## config.mk

```make
export PLATFORM = sky130hd
export DESIGN_NAME = i2c_reg_target
export DESIGN_NICKNAME = d
export VERILOG_FILES = /design/src/rtl/i2c_tgt_pkg.sv /design/src/rtl/i2c_line_sync.sv /design/src/rtl/i2c_reg_pointer.sv /design/src/rtl/i2c_tgt_protocol.sv /design/src/rtl/i2c_reg_target.sv
export SDC_FILE = /design/constraint.sdc
export NUM_CORES = 1
export LEC_CHECK = 0
export BUFFER_PORTS_ARGS = -buffer_cell sky130_fd_sc_hd__buf_4
export CORE_MARGIN = 1.5
export CORE_UTILIZATION = 50
export DETAILED_ROUTE_END_ITERATION = 16
export PLACE_DENSITY = 0.67
export SLEW_MARGIN = 20
export SYNTH_ARGS = -nofsm -noshare
export SYNTH_HDL_FRONTEND = slang
export SYNTH_SLANG_ARGS = --single-unit
```

## constraint.sdc

```tcl
create_clock -name clk -period 2 [get_ports clk]
set_input_delay 0.6 -clock clk [delete_from_list [all_inputs] [get_ports clk]]
set_output_delay 0.6 -clock clk [all_outputs]
set_load 0.02 [all_outputs]
```

## src/rtl/i2c_tgt_pkg.sv

```systemverilog
package i2c_tgt_pkg;
  typedef enum logic [2:0] {
    ST_IDLE,
    ST_ADDR,
    ST_ADDR_ACK,
    ST_RX,
    ST_RX_ACK,
    ST_TX,
    ST_TX_ACK
  } tgt_state_e;
endpackage

```

## src/rtl/i2c_line_sync.sv

```systemverilog
module i2c_line_sync #(
  parameter int STAGES = 2
) (
  input  logic clk,
  input  logic rst_n,
  input  logic scl_in,
  input  logic sda_in,
  output logic scl_lvl,
  output logic sda_lvl,
  output logic scl_rise,
  output logic scl_fall,
  output logic bus_start,
  output logic bus_stop
);
  localparam int NLINES = 2;

  logic [NLINES-1:0] raw;
  logic [NLINES-1:0] lvl;
  logic [NLINES-1:0] prev;

  assign raw = {sda_in, scl_in};

  // one synchronizer chain per bus line; idle bus is high
  for (genvar g = 0; g < NLINES; g++) begin : g_line
    logic [STAGES-1:0] chain;
    always_ff @(posedge clk or negedge rst_n) begin
      if (!rst_n) chain <= '1;
      else        chain <= {chain[STAGES-2:0], raw[g]};
    end
    assign lvl[g] = chain[STAGES-1];
  end

  always_ff @(posedge clk or negedge rst_n) begin
    if (!rst_n) prev <= '1;
    else        prev <= lvl;
  end

  assign scl_lvl   = lvl[0];
  assign sda_lvl   = lvl[1];
  assign scl_rise  = lvl[0] & ~prev[0];
  assign scl_fall  = ~lvl[0] & prev[0];
  assign bus_start = lvl[0] & prev[0] & prev[1] & ~lvl[1];
  assign bus_stop  = lvl[0] & prev[0] & ~prev[1] & lvl[1];
endmodule

```

## src/rtl/i2c_reg_pointer.sv

```systemverilog
module i2c_reg_pointer #(
  parameter int PTR_W     = 8,
  parameter int TOP_INDEX = 15
) (
  input  logic             clk,
  input  logic             rst_n,
  input  logic             load,
  input  logic [PTR_W-1:0] load_val,
  input  logic             inc,
  output logic [PTR_W-1:0] ptr
);
  localparam logic [PTR_W-1:0] TOP_IDX = PTR_W'(TOP_INDEX);
  localparam logic [PTR_W-1:0] PTR_MAX = '1;

  logic [PTR_W-1:0] ptr_n;
  logic             ptr_en;

  always_comb begin
    ptr_en = load | inc;
    ptr_n  = ptr;
    if (load)
      ptr_n = load_val;
    else if (inc)
      ptr_n = (ptr == TOP_IDX || ptr == PTR_MAX) ? '0 : ptr + 1'b1;
  end

  always_ff @(posedge clk or negedge rst_n) begin
    if (!rst_n)      ptr <= '0;
    else if (ptr_en) ptr <= ptr_n;
  end
endmodule

```

## src/rtl/i2c_tgt_protocol.sv

```systemverilog
module i2c_tgt_protocol
  import i2c_tgt_pkg::*;
#(
  parameter logic [6:0] DEV_ADDR  = 7'h3A,
  parameter int         PTR_W     = 8,
  parameter int         TOP_INDEX = 15
) (
  input  logic             clk,
  input  logic             rst_n,
  input  logic             scl_rise,
  input  logic             scl_fall,
  input  logic             sda_lvl,
  input  logic             bus_start,
  input  logic             bus_stop,
  input  logic [PTR_W-1:0] ptr,
  input  logic [7:0]       rdata_ext,
  output logic             sda_pull_low,
  output logic             ptr_load,
  output logic [PTR_W-1:0] ptr_load_val,
  output logic             ptr_inc,
  output logic             wr_en,
  output logic [7:0]       wdata,
  output tgt_state_e       state
);
  localparam logic [PTR_W-1:0] TOP_IDX = PTR_W'(TOP_INDEX);

  tgt_state_e       st_n;
  logic [3:0]       bitcnt, bitcnt_n;
  logic [7:0]       shreg, shreg_n;
  logic             rw, rw_n;
  logic             first, first_n;
  logic             host_ack, host_ack_n;
  logic             drv_n;
  logic             ld_n, inc_n, we_n;
  logic [PTR_W-1:0] ldval_n;
  logic [7:0]       wdata_n;
  logic [7:0]       rd_eff;
  logic [7:0]       rx_byte;
  logic             in_range;

  assign in_range = (ptr <= TOP_IDX);
  assign rd_eff   = in_range ? rdata_ext : 8'h00;
  assign rx_byte  = {shreg[6:0], sda_lvl};

  always_comb begin
    st_n       = state;
    bitcnt_n   = bitcnt;
    shreg_n    = shreg;
    rw_n       = rw;
    first_n    = first;
    host_ack_n = host_ack;
    drv_n      = sda_pull_low;
    ld_n       = 1'b0;
    ldval_n    = ptr_load_val;
    inc_n      = 1'b0;
    we_n       = 1'b0;
    wdata_n    = wdata;
    if (bus_start) begin
      st_n     = ST_ADDR;
      bitcnt_n = '0;
      drv_n    = 1'b0;
    end else if (bus_stop) begin
      st_n  = ST_IDLE;
      drv_n = 1'b0;
    end else begin
      unique case (state)
        ST_IDLE: ;
        ST_ADDR: begin
          if (scl_rise && bitcnt < 4'd8) begin
            shreg_n  = rx_byte;
            bitcnt_n = bitcnt + 1'b1;
          end
          if (scl_fall && bitcnt == 4'd8) begin
            if (shreg[7:1] == DEV_ADDR) begin
              drv_n = 1'b1;
              rw_n  = shreg[0];
              st_n  = ST_ADDR_ACK;
            end else begin
              st_n = ST_IDLE;
            end
          end
        end
        ST_ADDR_ACK: begin
          if (scl_fall) begin
            bitcnt_n = '0;
            if (rw) begin
              shreg_n = rd_eff;
              drv_n   = ~rd_eff[7];
              st_n    = ST_TX;
            end else begin
              drv_n   = 1'b0;
              first_n = 1'b1;
              st_n    = ST_RX;
            end
          end
        end
        ST_RX: begin
          if (scl_rise && bitcnt < 4'd8) begin
            shreg_n  = rx_byte;
            bitcnt_n = bitcnt + 1'b1;
            if (bitcnt == 4'd7) begin
              if (first) begin
                ld_n    = 1'b1;
                ldval_n = PTR_W'(rx_byte);
              end else begin
                inc_n   = 1'b1;
                we_n    = in_range;
                wdata_n = rx_byte;
              end
            end
          end
          if (scl_fall && bitcnt == 4'd8) begin
            drv_n = 1'b1;
            st_n  = ST_RX_ACK;
          end
        end
        ST_RX_ACK: begin
          if (scl_fall) begin
            drv_n    = 1'b0;
            first_n  = 1'b0;
            bitcnt_n = '0;
            st_n     = ST_RX;
          end
        end
        ST_TX: begin
          if (scl_rise && bitcnt < 4'd8)
            bitcnt_n = bitcnt + 1'b1;
          if (scl_fall) begin
            if (bitcnt == 4'd8) begin
              drv_n = 1'b0;
              inc_n = 1'b1;
              st_n  = ST_TX_ACK;
            end else if (bitcnt != 4'd0) begin
              shreg_n = {shreg[6:0], 1'b0};
              drv_n   = ~shreg[6];
            end
          end
        end
        ST_TX_ACK: begin
          if (scl_rise)
            host_ack_n = ~sda_lvl;
          if (scl_fall) begin
            if (host_ack) begin
              bitcnt_n = '0;
              shreg_n  = rd_eff;
              drv_n    = ~rd_eff[7];
              st_n     = ST_TX;
            end else begin
              drv_n = 1'b0;
              st_n  = ST_IDLE;
            end
          end
        end
        default: st_n = ST_IDLE;
      endcase
    end
  end

  always_ff @(posedge clk or negedge rst_n) begin
    if (!rst_n) begin
      state        <= ST_IDLE;
      bitcnt       <= '0;
      shreg        <= '0;
      rw           <= 1'b0;
      first        <= 1'b0;
      host_ack     <= 1'b0;
      sda_pull_low <= 1'b0;
      ptr_load     <= 1'b0;
      ptr_load_val <= '0;
      ptr_inc      <= 1'b0;
      wr_en        <= 1'b0;
      wdata        <= '0;
    end else begin
      state        <= st_n;
      bitcnt       <= bitcnt_n;
      shreg        <= shreg_n;
      rw           <= rw_n;
      first        <= first_n;
      host_ack     <= host_ack_n;
      sda_pull_low <= drv_n;
      ptr_load     <= ld_n;
      ptr_load_val <= ldval_n;
      ptr_inc      <= inc_n;
      wr_en        <= we_n;
      wdata        <= wdata_n;
    end
  end
endmodule

```

## src/rtl/i2c_reg_target.sv

```systemverilog
module i2c_reg_target
  import i2c_tgt_pkg::*;
#(
  parameter logic [6:0] DEV_ADDR    = 7'h3A,
  parameter int         TOP_INDEX   = 15,
  parameter int         SYNC_STAGES = 2
) (
  input  logic       clk,
  input  logic       rst_n,
  input  logic       scl_in,
  input  logic       sda_in,
  output logic       sda_pull_low,
  output logic [7:0] reg_addr,
  output logic [7:0] reg_wdata,
  output logic       reg_wr_en,
  input  logic [7:0] reg_rdata
);
  localparam int PTR_W = 8;

  logic             rst_meta, rst_sync_n;
  logic             scl_lvl, sda_lvl, scl_rise, scl_fall, bus_start, bus_stop;
  logic             ptr_load, ptr_inc;
  logic [PTR_W-1:0] ptr_load_val;
  tgt_state_e       state;

  // asynchronous assert, synchronous release
  always_ff @(posedge clk or negedge rst_n) begin
    if (!rst_n) begin
      rst_meta   <= 1'b0;
      rst_sync_n <= 1'b0;
    end else begin
      rst_meta   <= 1'b1;
      rst_sync_n <= rst_meta;
    end
  end

  i2c_line_sync #(.STAGES(SYNC_STAGES)) u_sync (
    .clk(clk), .rst_n(rst_sync_n), .scl_in(scl_in), .sda_in(sda_in),
    .scl_lvl(scl_lvl), .sda_lvl(sda_lvl), .scl_rise(scl_rise),
    .scl_fall(scl_fall), .bus_start(bus_start), .bus_stop(bus_stop)
  );

  i2c_tgt_protocol #(
    .DEV_ADDR(DEV_ADDR), .PTR_W(PTR_W), .TOP_INDEX(TOP_INDEX)
  ) u_proto (
    .clk(clk), .rst_n(rst_sync_n), .scl_rise(scl_rise), .scl_fall(scl_fall),
    .sda_lvl(sda_lvl), .bus_start(bus_start), .bus_stop(bus_stop),
    .ptr(reg_addr), .rdata_ext(reg_rdata), .sda_pull_low(sda_pull_low),
    .ptr_load(ptr_load), .ptr_load_val(ptr_load_val), .ptr_inc(ptr_inc),
    .wr_en(reg_wr_en), .wdata(reg_wdata), .state(state)
  );

  i2c_reg_pointer #(.PTR_W(PTR_W), .TOP_INDEX(TOP_INDEX)) u_ptr (
    .clk(clk), .rst_n(rst_sync_n), .load(ptr_load), .load_val(ptr_load_val),
    .inc(ptr_inc), .ptr(reg_addr)
  );
endmodule

```

# After elaboration in Yosys (flattened, before gate mapping)
# Cells that the tools add are included.
word_totals:
  register_bits: 54
  input_bits: 12
  word_cells: 168
classes:
  n_addsub: 2
  order_cmp: 2
  n_eq_ne: 36
  muxes: 70
  bitwise_logic: 17
  n_reduce_logical: 23
ops:
  columns: ["operator", "n"]
  rows:
  - ["two-way mux 8 bit", 12]
  - ["two-way mux 1 bit", 34]
  - ["two-way mux 3 bit", 11]
  - ["inequality test 4 x 3 -> 1 bit (second input constant)", 8]
  - ["one-hot mux 8 bit (4 select lines)", 1]
  - ["two-way mux 4 bit", 6]
  - ["AND reduction 6 bit", 4]
  - ["one-hot mux 3 bit (7 select lines)", 1]
  - ["inequality test 2 x 1 -> 1 bit (second input constant)", 8]
  - ["one-hot mux 4 bit (3 select lines)", 1]
  - ["nonzero test 4 bit", 3]
  - ["AND reduction 11 bit", 1]
  - ["equality test 3 bit (second input constant)", 3]
  - ["inverter 1 bit", 9]
  - ["AND reduction 9 bit", 1]
  - ["adder 8 x 1 -> 8 bit (second input constant)", 1]
  - ["equality test 8 x 4 -> 1 bit (second input constant)", 1]
  - ["equality test 8 bit (second input constant)", 1]
  - ["less-or-equal comparator 8 x 4 -> 1 bit (second input constant)", 1]
  - ["AND reduction 8 bit", 1]
  - ["nonzero test 8 bit", 1]
  - ["AND 1 bit", 7]
  - ["equality test 7 x 6 -> 1 bit (second input constant)", 1]
  - ["equality test 3 x 2 -> 1 bit (second input constant)", 2]
  - ["other kinds (23)", 31]

# Longest topological paths before layout
depth:
  depth_word: 8
  ltp_mapped: 7
  depth_no_buf: 7

# Modules after synthesis
# From an unflattened synthesis, not the netlist that was laid out.
hier_totals:
  cells_unflattened: 255
  hier_area_um2: 2826.5
modules_own_cells:
  columns: ["mod", "n_inst", "cells_per_inst", "area_per_inst_um2", "seq_area_each_um2"]
  rows:
  - ["i2c_tgt_protocol", 1, 188, 2068.2, 950.9]
  - ["i2c_reg_pointer", 1, 54, 514.2, 200.2]
  - ["i2c_line_sync", 1, 10, 190.2, 157.7]
  - ["i2c_reg_target", 1, 3, 53.8, 50.0]

# Worst setup path before layout
# OpenSTA, ideal clock, no wires.
synth_path:
  path_kind: "flip-flop to flip-flop"
  start: "register u_ptr.ptr[4]"
  end: "register u_ptr.ptr[7]"
  setup_time_ps: 136
  t_arrival_ps: 1666
  t_required_ps: 1864
  setup_slack_ps: 198
  path_stages_with_launch: 7
  path_buffers: 1
  period_less_slack_ps: 1802
  path_cell_list: "dfrtp_1 > buf_6 > or4_4 > a21oi_4 > o21ai_1 > a221oi_1 > a21oi_1"
synth_via:
  elab_chain_cells: 5
  word_cells_on_any_way: 7
synth_rtl:
  columns: ["element", "line", "source"]
  rows:
  - ["from (decl)", "i2c_reg_pointer.sv:10", "output logic [PTR_W-1:0] ptr"]
  - ["from (signal assigned)", "i2c_reg_pointer.sv:29", "else if (ptr_en) ptr <= ptr_n;"]
  - ["parallel branches: the longest is 2 deep, another holds adder 8 x 1 -> 8 bit", null, null]
  - ["two-way mux 8 bit (*)", "i2c_reg_pointer.sv:24", "ptr_n = (ptr == TOP_IDX || ptr == PTR_MAX) ? '0 : ptr + 1'b1;"]
  - ["two-way mux 8 bit (*)", "i2c_reg_pointer.sv:23", "else if (inc)"]
  - ["two-way mux 8 bit (*)", "i2c_reg_pointer.sv:21", "if (load)"]
# Every way passes the cells marked *. The select of a mux whose other input is x is not followed.
# A chain may end at the register's enable or synchronous reset.

# Worst setup path after layout
layout_path:
  start: "register u_proto.bitcnt[0]"
  end: "register u_proto.shreg[0]"
layout_via:
  elab_chain_cells: 4
  word_cells_on_any_way: 8
layout_rtl:
  columns: ["element", "line", "source"]
  rows:
  - ["from (decl)", "i2c_tgt_protocol.sv:28", "logic [3:0] bitcnt, bitcnt_n;"]
  - ["from (signal assigned)", "i2c_tgt_protocol.sv:175", "bitcnt <= bitcnt_n;"]
  - ["less-than comparator 4 bit", "i2c_tgt_protocol.sv:69, i2c_tgt_protocol.sv:98", null]
  - ["logical AND 1 bit", "i2c_tgt_protocol.sv:69, i2c_tgt_protocol.sv:98", null]
  - ["inequality test 2 x 1 -> 1 bit (no line)", null, null]
  - ["AND reduction 11 bit (no line) (*)", null, null]
  - ["to (signal assigned)", "i2c_tgt_protocol.sv:176", "shreg <= shreg_n;"]
  - ["to (decl)", "i2c_tgt_protocol.sv:29", "logic [7:0] shreg, shreg_n;"]
# Mark *: on every way between the ends. The rest lies on a longest branch, timed or not.

==> reports/results.tsv <==
metric	value	unit
status	completed	
grt_usage	20.40	%
utilization	61.66	%
crit_path_end_kind	flop	
crit_buf_inv	1	
syn_nets	268	
io_buffers	29	
postCtsSetupRepairBufs	0	
synthAdderAreaFrac	1.390	%
drc_errors	0	
synth_top_family_by_area	simple AND/OR/NAND/NOR gates	
switching_power	684.9	uW
grt_pass1_wl	9577	um
clk_latency	0.31	ns
yosysWarnings	0	
ant_nets	0	
cts_hold_buf	0	
synth.avg_cell_area	10.67	um2
cts_buffers	5	
yosys.area_share.simple	16.68	%
hold_violations	0	
synth_area	2700	um2
routed_wl	5480	um
layout-area-overhead-vs-synth	18.12	%
ys_seq_area_share	50.32	%
rows	26	
gp_congestion	0.8557	
comb_power_share	15.9	%
rsz0062_at_grt	false	
crit_chain	inv_1, ha_1, nand3b_1, and3_1, o211ai_4, mux2_2	
slew_viol_final	0	
core_area	5172	um2
path_clk_slew	0.10	ns
critical-path-max-stage-delay	0.43	ns
synthCells	253	
synth_top_area_share	44.49	%
antenna_cells	0	
pwr-share-clk	27.1	%
drt_iter0_drc	168	
finalCritPeriodShare	94.44	%
yosysUniqueCellTypes	50	
finClkSkew	0.01324	ns
p_int	1679	uW
arrival	2.09	ns
start_util	52.20	%
setup.worst_path.class	flop to flop	
ys_ff_latch	54	
grt-ovfl-total	0	
die-area	5850	um2
leakagePower	0.001469	uW
wl_per_cell	15.05	um
pwr-share-seq	57.0	%
finalSetupTns	0	ns
grt_max_degree	21	
cpLargestDelayFamily	flip-flops	
drive_above_1_share	32.65	%
dp_hpwl	4051	um
io_pins	30	
antenna_found_initial	0	
synth-compound-area-share	15.38	%
cts_tree	yes	
async_reset_ff_share	100.0	%
clkSinkCount	54	
grt_pass1_vias	1981	
firstDrtPassIters	4	
setup_violations	0	
die_x	76.49	um
cts_max_level	2	
ys.flop_type	dfrtp_1	
power.density	741.0	nW/um2
fin_nets	308	
cp_max_fo	8	
fin_crit	1.889	ns
synth-xor-area-share	0.6487	%
avgViaCountPerCell	5.610	
cp.required	2.20	ns
p_sw_share	28.98	%
synth_area_leaders	dfrtp_1, mux2_2, dfstp_2	
via_count	2042	
ir_drop	0.4672	mV
startpoint_type	flop	
clock_path_buffers	2	
hp-class	primary input to async pin	
drv_cap	0	
yosys.area.top_type	dfrtp_1	
synthMuxAreaShare	11.91	%
root_buffer	clkbuf_8	
max_freq	529.4	MHz
synth_edf_count	0	
dieHeight	76.49	um
slowest_stage	dfrtp_1	
[sequential cells by signal, summed over array words and instances (netlist names), 2 cells and up]
| name | flops |
|---|---|
| u_proto.state | 3 |
| u_ptr.ptr | 8 |
| u_proto.ptr_load_val | 8 |
| u_proto.shreg | 8 |
| u_proto.bitcnt | 4 |
| u_proto.wdata | 8 |
| u_sync.g_line.chain | 4 |
| u_sync.prev | 2 |
[area by class of cell]
type	count	area, um2
well taps	70	87.58
clock inverters	3	28.78
fillers	438	1983
inverters	11	41.29
multi-input cells	177	1260
clock buffers	5	68.82
flip-flops and latches	54	1360
repair buffers	44	342.8
[power by group through the flow]
stage | registers [uW] | logic, uW | clock network (uW)
6_report | 1350 | 376 | 640
5_1_grt | 1370 | 416 | 705
4_1_cts | 1350 | 378 | 669
3_5_place_dp | 1370 | 376 | 0
3_3_place_gp | 1360 | 370 | 0
2_1_floorplan | 1320 | 272 | 0
[stage by stage]
stage | hold slack, ns | instances | cell area [um2] | setup slack (ns) | power (uW)
floorplan | 0.3044 | 253 | 2700 | 0.1977 | 1595
global placement | 0.2149 | 356 | 3078 | 0.1745 | 1733
detailed placement | 0.2260 | 356 | 3078 | 0.08559 | 1743
CTS | 0.03784 | 364 | 3176 | 0.06313 | 2392
global route | 0.02592 | 364 | 3189 | 0.005069 | 2487
finish | 0.04784 | 364 | 3189 | 0.1111 | 2363
[cells by family (layout without fill, tap and decap cells)]
| kind of cell | Yosys count | after routing |
|---|---|---|
| other | 1 | 1 |
| muxes | 29 | 29 |
| xor gates and xnor gates | 2 | 2 |
| AOI/OAI and AO/OA | 61 | 61 |
| adders and majority gates | 3 | 3 |
| DFF | 54 | 54 |
| buffers and inverters | 22 | 63 |
| and+or+nand+nor | 81 | 81 |
[worst reg2reg max path: stages (launching register included)]
cell	delay, ns
dfrtp_1	0.43
inv_1	0.08
ha_1	0.17
nand3b_1	0.15
and3_1	0.24
o211ai_4	0.33
mux2_2	0.38
[cell usage in the layout (no fill, tap or decap), drive strengths merged, types with 2 or more instances in the layout]
master   instances
ha               3
nor2            13
nor4             3
nand2           24
nor3b            5
clkinv           2
nor3             6
dfstp            6
nand3            6
nand4bb          2
mux2i            4
a21oi           17
inv             12
clkbuf           5
o211ai           2
nand2b           4
o21bai           3
a22o             7
nand3b           2
o21ai           16
buf             44
mux2            25
xor2             2
a211oi           6
nand4            6
dfrtp           48
and3             3
and2             2
[per-layer routing]
layer | track usage (%) | vias up | part of all wire [%] | wire, um
met4 | 5.741 | 0 | 1.1 | 59
li1 | - | 997 | - | -
met1 | 29.38 | 997 | 49 | 2673
met2 | 31.43 | 44 | 46 | 2546
met3 | 3.952 | 4 | 3.7 | 201
met5 | 0 | - | 0 | 0
[cells in the mapped netlist (2+ instances only)]
| library cell | number |
|---|---|
| nand2b_1 | 4 |
| a21oi_1 | 16 |
| buf_2 | 4 |
| nor3b_1 | 4 |
| dfrtp_1 | 48 |
| o21bai_1 | 3 |
| and3_1 | 3 |
| nand4bb_1 | 2 |
| nor3_1 | 5 |
| clkbuf_1 | 6 |
| a211oi_1 | 6 |
| nand2_1 | 24 |
| nor2_1 | 12 |
| nor4_1 | 3 |
| dfstp_2 | 6 |
| mux2i_1 | 4 |
| nand3_1 | 6 |
| nand4_1 | 6 |
| ha_1 | 3 |
| o21ai_0 | 15 |
| and2_1 | 2 |
| mux2_2 | 25 |
| a22o_1 | 7 |
| xor2_1 | 2 |
| nand3b_1 | 2 |
| inv_1 | 11 |
[repair_timing]
item                       CTS  global route
hold endpoints to repair     0             0
setup endpoints to repair    0            10
resized for setup            0             3
[final timing paths]
kind	startpoint	end	slack, ns	depth (start not counted)
worst max-delay path	u_proto.bitcnt[0]	u_proto.shreg[0]	0.11	6
worst min-delay path	rst_n	rst_sync_n	0.05	1
worst min register to register	rst_sync_n	u_proto.ptr_load_val[2]	0.21	0
worst max register to register	u_proto.bitcnt[0]	u_proto.shreg[0]	0.11	6
max in group asynchronous	rst_sync_n	u_sync.prev[0]	1.13	1
min in group clk	u_sync.g_line[1].chain[0]	u_sync.g_line[1].chain[1]	0.36	0
Note: power is estimated with default switching activity, not from simulation.
